[src/rtl/trace_cap_pkg.sv]
package trace_cap_pkg;
    localparam int SEL_W = 4;

    localparam logic [SEL_W-1:0] ADR_IDENT  = 4'd0;
    localparam logic [SEL_W-1:0] ADR_DEPTH  = 4'd1;
    localparam logic [SEL_W-1:0] ADR_WIDTH  = 4'd2;
    localparam logic [SEL_W-1:0] ADR_STATUS = 4'd3;
    localparam logic [SEL_W-1:0] ADR_DATA   = 4'd4;
    localparam logic [SEL_W-1:0] ADR_RDPTR  = 4'd5;
    localparam logic [SEL_W-1:0] ADR_WRPTR  = 4'd6;
    localparam logic [SEL_W-1:0] ADR_TRGCNT = 4'd7;
    localparam logic [SEL_W-1:0] ADR_CTRL   = 4'd8;

    localparam int STS_FULL  = 0;
    localparam int STS_TRIG  = 1;
    localparam int STS_ACQ   = 2;
    localparam int STS_EMPTY = 3;

    localparam int CTL_EN    = 0;
    localparam int CTL_DEMUX = 1;

    typedef enum logic [2:0] {
        ST_IDLE  = 3'd0,
        ST_ARMED = 3'd1,
        ST_POST  = 3'd2,
        ST_DRAIN = 3'd3,
        ST_DONE  = 3'd4
    } cap_state_e;
endpackage

[src/rtl/trace_cap_fsm.sv]
module trace_cap_fsm
    import trace_cap_pkg::*;
#(
    parameter int CNT_W = 5
) (
    input  logic             clk,
    input  logic             rst_n,
    input  logic             arm,
    input  logic             stop,
    input  logic             trig_in,
    input  logic             trc_valid,
    input  logic             cnt_wr,
    input  logic [CNT_W-1:0] cnt_wdata,
    output logic             accept,
    output logic [CNT_W-1:0] cnt_q,
    output logic             trig_flag,
    output logic             acq_flag
);
    cap_state_e state_q, state_d;
    logic       cnt_zero, cnt_one, post_step, enter_drain, trig_seen;

    assign cnt_zero = (cnt_q == '0);
    assign cnt_one  = (cnt_q == CNT_W'(1));

    always_ff @(posedge clk or negedge rst_n) begin
        if (!rst_n) state_q <= ST_IDLE;
        else        state_q <= state_d;
    end

    always_comb begin
        state_d = state_q;
        if (stop) begin
            state_d = ST_IDLE;
        end else if (arm) begin
            state_d = ST_ARMED;
        end else begin
            unique case (state_q)
                ST_IDLE:  state_d = ST_IDLE;
                ST_ARMED: if (trig_in) state_d = cnt_zero ? ST_DRAIN : ST_POST;
                ST_POST:  if (cnt_zero || (trc_valid && cnt_one)) state_d = ST_DRAIN;
                ST_DRAIN: state_d = ST_DONE;
                ST_DONE:  state_d = ST_DONE;
                default:  state_d = ST_IDLE;
            endcase
        end
    end

    always_comb begin
        accept    = 1'b0;
        post_step = 1'b0;
        trig_seen = 1'b0;
        unique case (state_q)
            ST_ARMED: begin
                accept    = trc_valid;
                trig_seen = trig_in && !arm && !stop;
            end
            ST_POST: begin
                accept    = trc_valid && !cnt_zero;
                post_step = trc_valid && !cnt_zero;
            end
            default: ;
        endcase
    end

    assign enter_drain = (state_q != ST_DRAIN) && (state_d == ST_DRAIN);

    always_ff @(posedge clk or negedge rst_n) begin
        if (!rst_n) begin
            cnt_q     <= '0;
            trig_flag <= 1'b0;
            acq_flag  <= 1'b0;
        end else begin
            if (cnt_wr)         cnt_q <= cnt_wdata;
            else if (post_step) cnt_q <= cnt_q - 1'b1;
            if (arm)            trig_flag <= 1'b0;
            else if (trig_seen) trig_flag <= 1'b1;
            if (arm)              acq_flag <= 1'b0;
            else if (enter_drain) acq_flag <= 1'b1;
        end
    end

    // a trigger seen while waiting raises the triggered flag
    assert_trig_sets_flag_R6: assert property (@(posedge clk) disable iff (!rst_n)
        (state_q == ST_ARMED && trig_in && !arm && !stop) |=> trig_flag);

    // every post-trigger word stored lowers the count by one
    assert_count_steps_R6: assert property (@(posedge clk) disable iff (!rst_n)
        (state_q == ST_POST && accept && !cnt_wr) |=> (cnt_q == CNT_W'($past(cnt_q) - 1'b1)));

    // with acquisition complete no word is accepted
    assert_no_store_after_done_R7: assert property (@(posedge clk) disable iff (!rst_n)
        (acq_flag && !arm) |-> !accept);

    // arming clears both capture flags
    assert_arm_clears_R12: assert property (@(posedge clk) disable iff (!rst_n)
        arm |=> (!trig_flag && !acq_flag));
endmodule

[src/rtl/trace_cap_store.sv]
module trace_cap_store #(
    parameter int DEPTH_LOG2 = 4,
    parameter int WORD_W     = 32
) (
    input  logic                  clk,
    input  logic                  rst_n,
    input  logic                  accept,
    input  logic [WORD_W-1:0]     trc_word,
    input  logic                  wp_wr,
    input  logic                  rp_wr,
    input  logic [DEPTH_LOG2-1:0] ptr_wdata,
    input  logic                  rd_adv,
    output logic [DEPTH_LOG2-1:0] wp_q,
    output logic [DEPTH_LOG2-1:0] rp_q,
    output logic                  full_q,
    output logic                  pend_q,
    output logic [WORD_W-1:0]     rd_word
);
    localparam int DEPTH = 1 << DEPTH_LOG2;
    localparam logic [DEPTH_LOG2-1:0] LAST = DEPTH_LOG2'(DEPTH - 1);

    logic [WORD_W-1:0] ram [DEPTH];
    logic [WORD_W-1:0] pend_word_q;

    always_ff @(posedge clk or negedge rst_n) begin
        if (!rst_n) begin
            pend_q      <= 1'b0;
            pend_word_q <= '0;
        end else begin
            pend_q      <= accept;
            pend_word_q <= trc_word;
        end
    end

    always_ff @(posedge clk) begin
        if (pend_q) ram[wp_q] <= pend_word_q;
    end

    always_ff @(posedge clk or negedge rst_n) begin
        if (!rst_n) begin
            wp_q   <= '0;
            full_q <= 1'b0;
        end else if (wp_wr) begin
            wp_q   <= ptr_wdata;
            full_q <= 1'b0;
        end else if (pend_q) begin
            wp_q <= wp_q + 1'b1;
            if (wp_q == LAST) full_q <= 1'b1;
        end
    end

    always_ff @(posedge clk or negedge rst_n) begin
        if (!rst_n)      rp_q <= '0;
        else if (rp_wr)  rp_q <= ptr_wdata;
        else if (rd_adv) rp_q <= rp_q + 1'b1;
    end

    assign rd_word = ram[rp_q];

    // with nothing pending and no host write the write pointer holds
    assert_wp_hold_R4: assert property (@(posedge clk) disable iff (!rst_n)
        (!pend_q && !wp_wr) |=> $stable(wp_q));

    // wrapping the write pointer raises the full flag
    assert_full_on_wrap_R5: assert property (@(posedge clk) disable iff (!rst_n)
        (pend_q && !wp_wr && wp_q == LAST) |=> (full_q && wp_q == '0));

    // a data read moves the read pointer on by one
    assert_rp_step_R3: assert property (@(posedge clk) disable iff (!rst_n)
        (rd_adv && !rp_wr) |=> (rp_q == DEPTH_LOG2'($past(rp_q) + 1'b1)));
endmodule

[src/rtl/trace_cap_regs.sv]
module trace_cap_regs
    import trace_cap_pkg::*;
#(
    parameter int          DEPTH_LOG2 = 4,
    parameter int          WORD_W     = 32,
    parameter int          CNT_W      = 5,
    parameter logic [31:0] ID_VALUE   = 32'h7C0B_0001
) (
    input  logic                  clk,
    input  logic                  rst_n,
    input  logic [SEL_W-1:0]      reg_sel,
    input  logic                  reg_wr,
    input  logic                  reg_rd,
    input  logic [1:0]            ctl_wdata,
    input  logic                  full,
    input  logic                  trig_flag,
    input  logic                  acq_flag,
    input  logic                  pend,
    input  logic [DEPTH_LOG2-1:0] rp,
    input  logic [DEPTH_LOG2-1:0] wp,
    input  logic [CNT_W-1:0]      cnt,
    input  logic [WORD_W-1:0]     rd_word,
    output logic                  arm,
    output logic                  stop,
    output logic                  wp_wr,
    output logic                  rp_wr,
    output logic                  cnt_wr,
    output logic                  rd_adv,
    output logic [WORD_W-1:0]     reg_rdata
);
    localparam int DEPTH = 1 << DEPTH_LOG2;

    logic [1:0]        ctrl_q;
    logic [WORD_W-1:0] rd_mux, status_w;
    logic              ctl_wr;

    assign ctl_wr = reg_wr && (reg_sel == ADR_CTRL);
    assign arm    = ctl_wr && ctl_wdata[CTL_EN];
    assign stop   = ctl_wr && !ctl_wdata[CTL_EN];
    assign wp_wr  = reg_wr && (reg_sel == ADR_WRPTR);
    assign rp_wr  = reg_wr && (reg_sel == ADR_RDPTR);
    assign cnt_wr = reg_wr && (reg_sel == ADR_TRGCNT);
    assign rd_adv = reg_rd && (reg_sel == ADR_DATA);

    always_ff @(posedge clk or negedge rst_n) begin
        if (!rst_n)      ctrl_q <= 2'b00;
        else if (ctl_wr) ctrl_q <= ctl_wdata;
    end

    always_comb begin
        status_w            = '0;
        status_w[STS_FULL]  = full;
        status_w[STS_TRIG]  = trig_flag;
        status_w[STS_ACQ]   = acq_flag;
        status_w[STS_EMPTY] = !pend;
    end

    always_comb begin
        unique case (reg_sel)
            ADR_IDENT:  rd_mux = WORD_W'(ID_VALUE);
            ADR_DEPTH:  rd_mux = WORD_W'(DEPTH);
            ADR_WIDTH:  rd_mux = WORD_W'(WORD_W);
            ADR_STATUS: rd_mux = status_w;
            ADR_DATA:   rd_mux = rd_word;
            ADR_RDPTR:  rd_mux = WORD_W'(rp);
            ADR_WRPTR:  rd_mux = WORD_W'(wp);
            ADR_TRGCNT: rd_mux = WORD_W'(cnt);
            ADR_CTRL:   rd_mux = WORD_W'(ctrl_q);
            default:    rd_mux = '0;
        endcase
    end

    always_ff @(posedge clk or negedge rst_n) begin
        if (!rst_n)      reg_rdata <= '0;
        else if (reg_rd) reg_rdata <= rd_mux;
    end

    // identification read returns the constant
    assert_ident_read_R2: assert property (@(posedge clk) disable iff (!rst_n)
        (reg_rd && reg_sel == ADR_IDENT) |=> (reg_rdata == WORD_W'(ID_VALUE)));

    // unused addresses read as zero
    assert_unused_zero_R11: assert property (@(posedge clk) disable iff (!rst_n)
        (reg_rd && reg_sel > ADR_CTRL) |=> (reg_rdata == '0));

    // a control write of zero leaves enable clear
    assert_stop_clears_en_R9: assert property (@(posedge clk) disable iff (!rst_n)
        stop |=> !ctrl_q[CTL_EN]);
endmodule

[src/rtl/trace_capture_buf.sv]
module trace_capture_buf
    import trace_cap_pkg::*;
#(
    parameter int          DEPTH_LOG2 = 4,
    parameter int          WORD_W     = 32,
    parameter logic [31:0] ID_VALUE   = 32'h7C0B_0001
) (
    input  logic              clk,
    input  logic              rst_n,
    input  logic              trc_valid,
    input  logic [WORD_W-1:0] trc_word,
    input  logic              trig_in,
    input  logic [SEL_W-1:0]  reg_sel,
    input  logic              reg_wr,
    input  logic              reg_rd,
    input  logic [WORD_W-1:0] reg_wdata,
    output logic [WORD_W-1:0] reg_rdata
);
    localparam int CNT_W = DEPTH_LOG2 + 1;

    logic                  accept, trig_flag, acq_flag, full, pend;
    logic                  arm, stop, wp_wr, rp_wr, cnt_wr, rd_adv;
    logic [CNT_W-1:0]      cnt;
    logic [DEPTH_LOG2-1:0] wp, rp;
    logic [WORD_W-1:0]     rd_word;
    logic                  unused_wdata_hi;

    assign unused_wdata_hi = ^reg_wdata[WORD_W-1:CNT_W];

    trace_cap_fsm #(.CNT_W(CNT_W)) u_fsm (
        .clk(clk), .rst_n(rst_n), .arm(arm), .stop(stop), .trig_in(trig_in),
        .trc_valid(trc_valid), .cnt_wr(cnt_wr), .cnt_wdata(reg_wdata[CNT_W-1:0]),
        .accept(accept), .cnt_q(cnt), .trig_flag(trig_flag), .acq_flag(acq_flag)
    );

    trace_cap_store #(.DEPTH_LOG2(DEPTH_LOG2), .WORD_W(WORD_W)) u_store (
        .clk(clk), .rst_n(rst_n), .accept(accept), .trc_word(trc_word),
        .wp_wr(wp_wr), .rp_wr(rp_wr), .ptr_wdata(reg_wdata[DEPTH_LOG2-1:0]),
        .rd_adv(rd_adv), .wp_q(wp), .rp_q(rp), .full_q(full), .pend_q(pend),
        .rd_word(rd_word)
    );

    trace_cap_regs #(
        .DEPTH_LOG2(DEPTH_LOG2), .WORD_W(WORD_W), .CNT_W(CNT_W), .ID_VALUE(ID_VALUE)
    ) u_regs (
        .clk(clk), .rst_n(rst_n), .reg_sel(reg_sel), .reg_wr(reg_wr), .reg_rd(reg_rd),
        .ctl_wdata(reg_wdata[1:0]), .full(full), .trig_flag(trig_flag),
        .acq_flag(acq_flag), .pend(pend), .rp(rp), .wp(wp), .cnt(cnt),
        .rd_word(rd_word), .arm(arm), .stop(stop), .wp_wr(wp_wr), .rp_wr(rp_wr),
        .cnt_wr(cnt_wr), .rd_adv(rd_adv), .reg_rdata(reg_rdata)
    );

    // a word accepted in one cycle is pending in the next
    assert_pending_after_accept_R8: assert property (@(posedge clk) disable iff (!rst_n)
        accept |=> pend);
endmodule

[config.mk]
export PLATFORM = sky130hd
export DESIGN_NAME = trace_capture_buf
export DESIGN_NICKNAME = d
export VERILOG_FILES = /design/src/rtl/trace_cap_pkg.sv /design/src/rtl/trace_cap_fsm.sv /design/src/rtl/trace_cap_store.sv /design/src/rtl/trace_cap_regs.sv /design/src/rtl/trace_capture_buf.sv
export SDC_FILE = /design/constraint.sdc
export NUM_CORES = 1
export LEC_CHECK = 0
export ABC_AREA = 1
export BUFFER_PORTS_ARGS = -buffer_cell sky130_fd_sc_hd__buf_2
export CORE_ASPECT_RATIO = 1.25
export CORE_MARGIN = 8
export CORE_UTILIZATION = 35
export DETAILED_ROUTE_END_ITERATION = 8
export PLACE_DENSITY = 0.48
export SYNTH_ARGS = -nofsm -noshare
export SYNTH_HDL_FRONTEND = slang
export SYNTH_SLANG_ARGS = --single-unit
[constraint.sdc]
create_clock -name clk -period 5.5 [get_ports clk]
set_input_delay 0.55 -clock clk [delete_from_list [all_inputs] [get_ports clk]]
set_output_delay 0.55 -clock clk [all_outputs]
set_load 0.02 [all_outputs]
=== Yosys cells after proc, flatten, opt, wreduce, memory -nomap -nowiden ===
Memories as Yosys holds them, arrays and structs flattened.
Cells that the tools add are included.

* Memory bits (writable): 512
* Latch bits: 0
* ROM bits: 0
* Bits in registers: 86
* Bits of input ports: 74
* Memories: 1
* Output and inout port bits: 32
* Word-level logic and storage cells: 84

* Reduce and logical (&&, ||, !) cells: 28
* Bitwise gates (word level): 0
* Order comparisons: 0
* Shift operators: 0
* Multipliers: 0
* Mux-type cells: 25
* Add/sub/neg operators: 3
* Equal/unequal tests: 16
* Divide/modulo/power cells: 0

{| class="wikitable"
|+ Memory list
! memory !! words !! bits a word !! read ports !! clocked after Yosys merged registers in !! write ports !! line !! text
|-
| u_store.ram || 16 || 32 || 1 || 0 || 1 || trace_cap_store.sv:22 || <nowiki>logic [WORD_W-1:0] ram [DEPTH];</nowiki>
|}

{| class="wikitable"
|+ Operators by type and width
! kind !! number
|-
| 32-bit case mux with 9 select lines || 1
|-
| 4-bit by 3-bit equality test with 1-bit output (second input constant) || 4
|-
| 4-bit two-way mux || 4
|-
| 1-bit logical AND || 12
|-
| 1-bit two-way mux || 12
|-
| 3-bit two-way mux || 4
|-
| 2-bit nonzero test || 6
|-
| 5-bit two-way mux || 2
|-
| 3-bit by 2-bit equality test with 1-bit output (second input constant) || 3
|-
| 3-bit case mux with 3 select lines || 1
|-
| 4-bit by 1-bit adder with 4-bit output (second input constant) || 2
|-
| 4-bit by 2-bit equality test with 1-bit output (second input constant) || 2
|-
| 4-bit equality test (second input constant) || 2
|-
| 5-bit by 1-bit equality test with 1-bit output (second input constant) || 1
|-
| 1-bit zero test || 5
|-
| 5-bit zero test || 1
|-
| 5-bit by 1-bit subtractor with 5-bit output (second input constant) || 1
|-
| 4-bit by 1-bit equality test with 1-bit output (second input constant) || 1
|-
| 4-bit zero test || 1
|-
| 3-bit by 1-bit equality test with 1-bit output (second input constant) || 1
|-
| 3-bit equality test (second input constant) || 1
|-
| 3-bit by 2-bit != test with 1-bit output (second input constant) || 1
|-
| 1-bit case mux with 2 select lines || 1
|-
| 2-bit AND reduction || 1
|-
| 2 further kinds || 2
|}

=== Logic depth before layout (Yosys ltp) ===
* Word-level depth: 11
* Gate-level depth with buffers: 13
* Mapped depth without buffers: 11

=== Hierarchy ===
Synthesis repeated with hierarchy kept, for this count alone.

* Cell total of the unflattened synthesis: 2,390
* Area, all modules: 25,042.8 um2

{| class="wikitable"
|+ Modules (own cells, without submodules)
! module !! cells each !! sequential area each (um2) !! times used !! area each (um2)
|-
| trace_cap_store || 2,111 || 16,425.8 || 1 || 22,771.8
|-
| trace_cap_regs || 191 || 850.8 || 1 || 1,645.3
|-
| trace_cap_fsm || 88 || 250.2 || 1 || 625.6
|}

=== Worst setup path after synthesis ===
OpenSTA, ideal clock, no wires.

* Path kind: register to register
* Start: register u_store.wp_q[0]
* End: memory u_store.ram[0][0] (enable)
* Data arrival time: 2.131 ns
* Cell stages (with the launch flop): 5
* Library setup time: 0.421 ns
* Buffers on the path: 0
* Path slack: 2.948 ns
* Cell sequence: dfrtp_1 -> inv_1 -> ha_1 -> nand2_1 -> nor2_1

{| class="wikitable"
|+ RTL lines
! item !! line !! text
|-
| from (decl) || trace_cap_store.sv:13 || <nowiki>output logic [DEPTH_LOG2-1:0] wp_q,</nowiki>
|-
| from (signal assigned) || trace_cap_store.sv:44 || <nowiki>wp_q <= ptr_wdata;</nowiki>
|-
| from (signal assigned) || trace_cap_store.sv:47 || <nowiki>wp_q <= wp_q + 1'b1;</nowiki>
|-
| to (decl) || trace_cap_store.sv:22 ||
|}

No word-level cell before the write port.

=== Worst setup path in the final report ===
* Start: register u_store.rp_q[0]
* End: register u_regs.reg_rdata[31]

* Cells in the longest elaborated chain, start to end: 2

{| class="wikitable"
|+ RTL lines
! item !! line !! text
|-
| from (decl) || trace_cap_store.sv:14 || <nowiki>output logic [DEPTH_LOG2-1:0] rp_q,</nowiki>
|-
| from (signal assigned) || trace_cap_store.sv:54 || <nowiki>else if (rp_wr) rp_q <= ptr_wdata;</nowiki>
|-
| from (signal assigned) || trace_cap_store.sv:55 || <nowiki>else if (rd_adv) rp_q <= rp_q + 1'b1;</nowiki>
|-
| memory 16 x 32 bit || n/a ||
|-
| 32-bit case mux with 9 select lines || trace_cap_regs.sv:59 || <nowiki>unique case (reg_sel)</nowiki>
|-
| to (signal assigned) || trace_cap_regs.sv:75 || <nowiki>else if (reg_rd) reg_rdata <= rd_mux;</nowiki>
|-
| to (decl) || trace_cap_regs.sv:29 || <nowiki>output logic [WORD_W-1:0] reg_rdata</nowiki>
|}

No other way between the ends.
A chain may end at the register's enable or synchronous reset.

==> impl_metrics.yaml <==
yosys:
  yosysMostFrequentCell: "nand2_1"
  synthCells: 2139
  ys_top_cells_by_area: "edfxtp_1, dfrtp_1, nand2_1"
  ys.flop_type: "edfxtp_1"
  syn_area_per_cell_um2: 11.3
  syn_nets: 2221
  synth_common_cells: "nand2_1, edfxtp_1, nand3_1"
  ys_seq_elements: 598
  synth.largest_area_cell: "edfxtp_1"
  synth-edff-count: 512
  ys_seq_area_share_pct: 72.3
  yosys.cell_types.count: 27
  synth.top_cell.area_share_pct: 63.4
  async_reset_ff_share_pct: 14.4
  syn-cell-area_um2: 24300
  ys_warn_count: 0
global_routing:
  antenna_found_initial: 1
  track_usage_pct: 16.6
  grt_start_max_net_pins: 203
  grt_pass1_wl_um: 97600
  grt_pass1_vias: 15613
  globalRouteOverflowTotal: 0
timing:
  slew_headroom_pct: 32.8
  skew_ps: 25.9
  finalHoldViolations: 0
  max_freq_mhz: 308
  timing.hold.ws_ps: 37.1
  fin_crit_ps: 3240
  worstMarginPinSlew_ps: 1010
  maxSlewViolCount: 0
  tns_ps: 0
  setup_viol: 0
  rsz0062_at_grt: "no"
  post-route-period-util_pct: 59.0
clocking:
  cts-root-buf: "clkbuf_16"
  ctsLongestPathBuffers: 3
  htree_num_levels: 2
  insertion_delay_ps: 620
  clkTransAtPathRegs_ps: 60
  cts.sinks: 598
  cts_tree: "done"
  post_cts_buffers: 0
  cts_resized: 0
  numCtsBuffers: 60
floorplanning:
  die_area_um2: 78000
  row_count: 108
  die_w_um: 251
  core_um2: 69100
  fp.dieH_um: 310
  start_util_pct: 35.1
  pin_count: 106
flow_run:
  maxCapViolCount: 0
setup_path:
  slowest_delay_ps: 840
  end_kind: "flip-flop"
  cp-start-kind: "flip-flop"
  crit_path_max_fanout: 166
  crit_type: "flip-flop to flip-flop"
  path_buf_inv: 2
  cp_top_family: "buffers and inverters"
  path_cells: "inv_8, buf_4, o21ai_0, o22ai_1, nand2_1, nand3_1, nand3_1, nand2_1"
  required_ps: 6030
  rrSetupSlack_ps: 2260
  critical_path_arrival_ps: 3770
  cp_slowest_cell: "inv_8"
route:
  wl_per_cell_um: 20.5
  drt_iter0_drc: 1267
  wirelength_um: 65300
  drtPass1Iterations: 5
  num_vias: 15633
  drt-vias-per-instance: 4.90
  drc: 0
  ant_nets: 0
power:
  vdd_drop_max_v: 0.000242
  p_leak_nw: 10.8
  power_density_nw_per_um2: 416
final_layout:
  area_growth_pct: 14.0
  final_util_pct: 40.0
  num_antenna_cells: 0
  fill_cells: 6569
  num-nets-final: 2286
  design_area_um2: 27700
  drive_gt1_share_pct: 9.84
status:
  status: "finished, final reports clean"
placement:
  place_congestion: 0.754
  numPortBuffers: 78
  place_hpwl_um: 33100
  placed_area_um2: 25700
worst_hold_path:
  hp-class: "primary input to flip-flop"
==> timing repair <==
item	in CTS	in global routing
hold buffers	9	0
endpoints found under the hold margin	40	0
setup endpoints to repair	0	0
==> area by class of cell <==
| type | instances | area [um2] | share of cell area, % |
|---|---|---|---|
| flip-flops and latches | 598 | 17500 | 63.4 |
| well taps | 935 | 1170 | 4.23 |
| clock inverters | 35 | 264 | 0.955 |
| repair buffers | 116 | 713 | 2.58 |
| inverters | 211 | 805 | 2.91 |
| multi-input cells | 1217 | 5530 | 20.0 |
| clock buffers | 78 | 1640 | 5.93 |
==> per-stage QoR <==
step                cells  setup slack, ps  power, W
floorplan            2139             2950   0.00689
global placement     3068             2280   0.00764
detailed placement   3068             2290   0.00766
CTS                  3190             2260    0.0116
global route         3190             1990    0.0121
finish               3190             2260    0.0115
==> placed cells by master, fill, tap and decap left out <==
| cell type | n |
|---|---|
| buf_12 | 1 |
| dlygate4sd3_1 | 9 |
| inv_2 | 4 |
| clkinv_8 | 1 |
| clkbuf_16 | 60 |
| clkbuf_1 | 11 |
| nor2_4 | 16 |
| inv_8 | 1 |
| a21oi_1 | 4 |
| clkinv_4 | 1 |
| o221ai_1 | 4 |
| or2_1 | 1 |
| buf_4 | 29 |
| dfrtp_2 | 2 |
| buf_2 | 77 |
| o22ai_1 | 76 |
| dfrtp_1 | 82 |
| clkinv_2 | 12 |
| nor3_1 | 4 |
| nor2_1 | 161 |
| dfrtp_4 | 2 |
| nand3_1 | 228 |
| o21ai_0 | 157 |
| bufinv_16 | 3 |
| o2bb2ai_1 | 2 |
| nand2_1 | 544 |
| clkinv_1 | 14 |
| ha_1 | 8 |
| edfxtp_1 | 512 |
| inv_6 | 3 |
| xnor2_1 | 1 |
| o21bai_1 | 1 |
| clkbuf_8 | 7 |
| xor2_1 | 5 |
| o211ai_1 | 5 |
| clkinvlp_4 | 3 |
| inv_1 | 204 |
==> cells by family after synthesis <==
| kind of cell | after synthesis | share of synthesized area (%) |
|---|---|---|
| compound gates | 249 | 5.69 |
| xor+xnor | 6 | 0.217 |
| fa+ha+maj | 8 | 0.413 |
| buf+inv | 324 | 5.44 |
| flops | 598 | 72.3 |
| simple gates | 954 | 16.0 |
==> report_power, final <==
group / switching, W / internal, W
Clock: 0.00173 / 0.00224
Sequential: 0.000241 / 0.00511
Combinational: 0.00155 / 0.000640
==> routing by layer <==
metal	part of all wire [%]	wire, um	GRT usage (%)
met3	4.7	3060	2.82
met4	2.9	1900	5.36
met1	44	28500	20.9
met2	49	31900	28.9
met5	0	0	0
==> flip-flops by register name, summed over array words and instances (netlist names) <==
register,count
u_fsm.state_q,3
u_store.pend_q,1
u_regs.ctrl_q,2
u_fsm.acq_flag,1
u_fsm.trig_flag,1
u_regs.reg_rdata,32
u_store.pend_word_q,32
u_fsm.cnt_q,5
u_store.ram,512
u_store.wp_q,4
u_store.full_q,1
u_store.rp_q,4
==> final timing paths <==
| path | start | endpoint | depth (start not counted) |
|---|---|---|---|
| worst min-delay path | trc_word[12] | u_store.pend_word_q[12] | 1 |
| worst max-delay path | u_store.rp_q[0] | u_regs.reg_rdata[31] | 8 |
| worst min register to register | u_regs.reg_rdata[5] | u_regs.reg_rdata[5] | 2 |
| max in group asynchronous | rst_n | u_store.rp_q[0] | 3 |
| min in group asynchronous | rst_n | u_store.pend_word_q[18] | 2 |
| worst max register to register | u_store.rp_q[0] | u_regs.reg_rdata[31] | 8 |
Power figures use the tool's default switching activity.
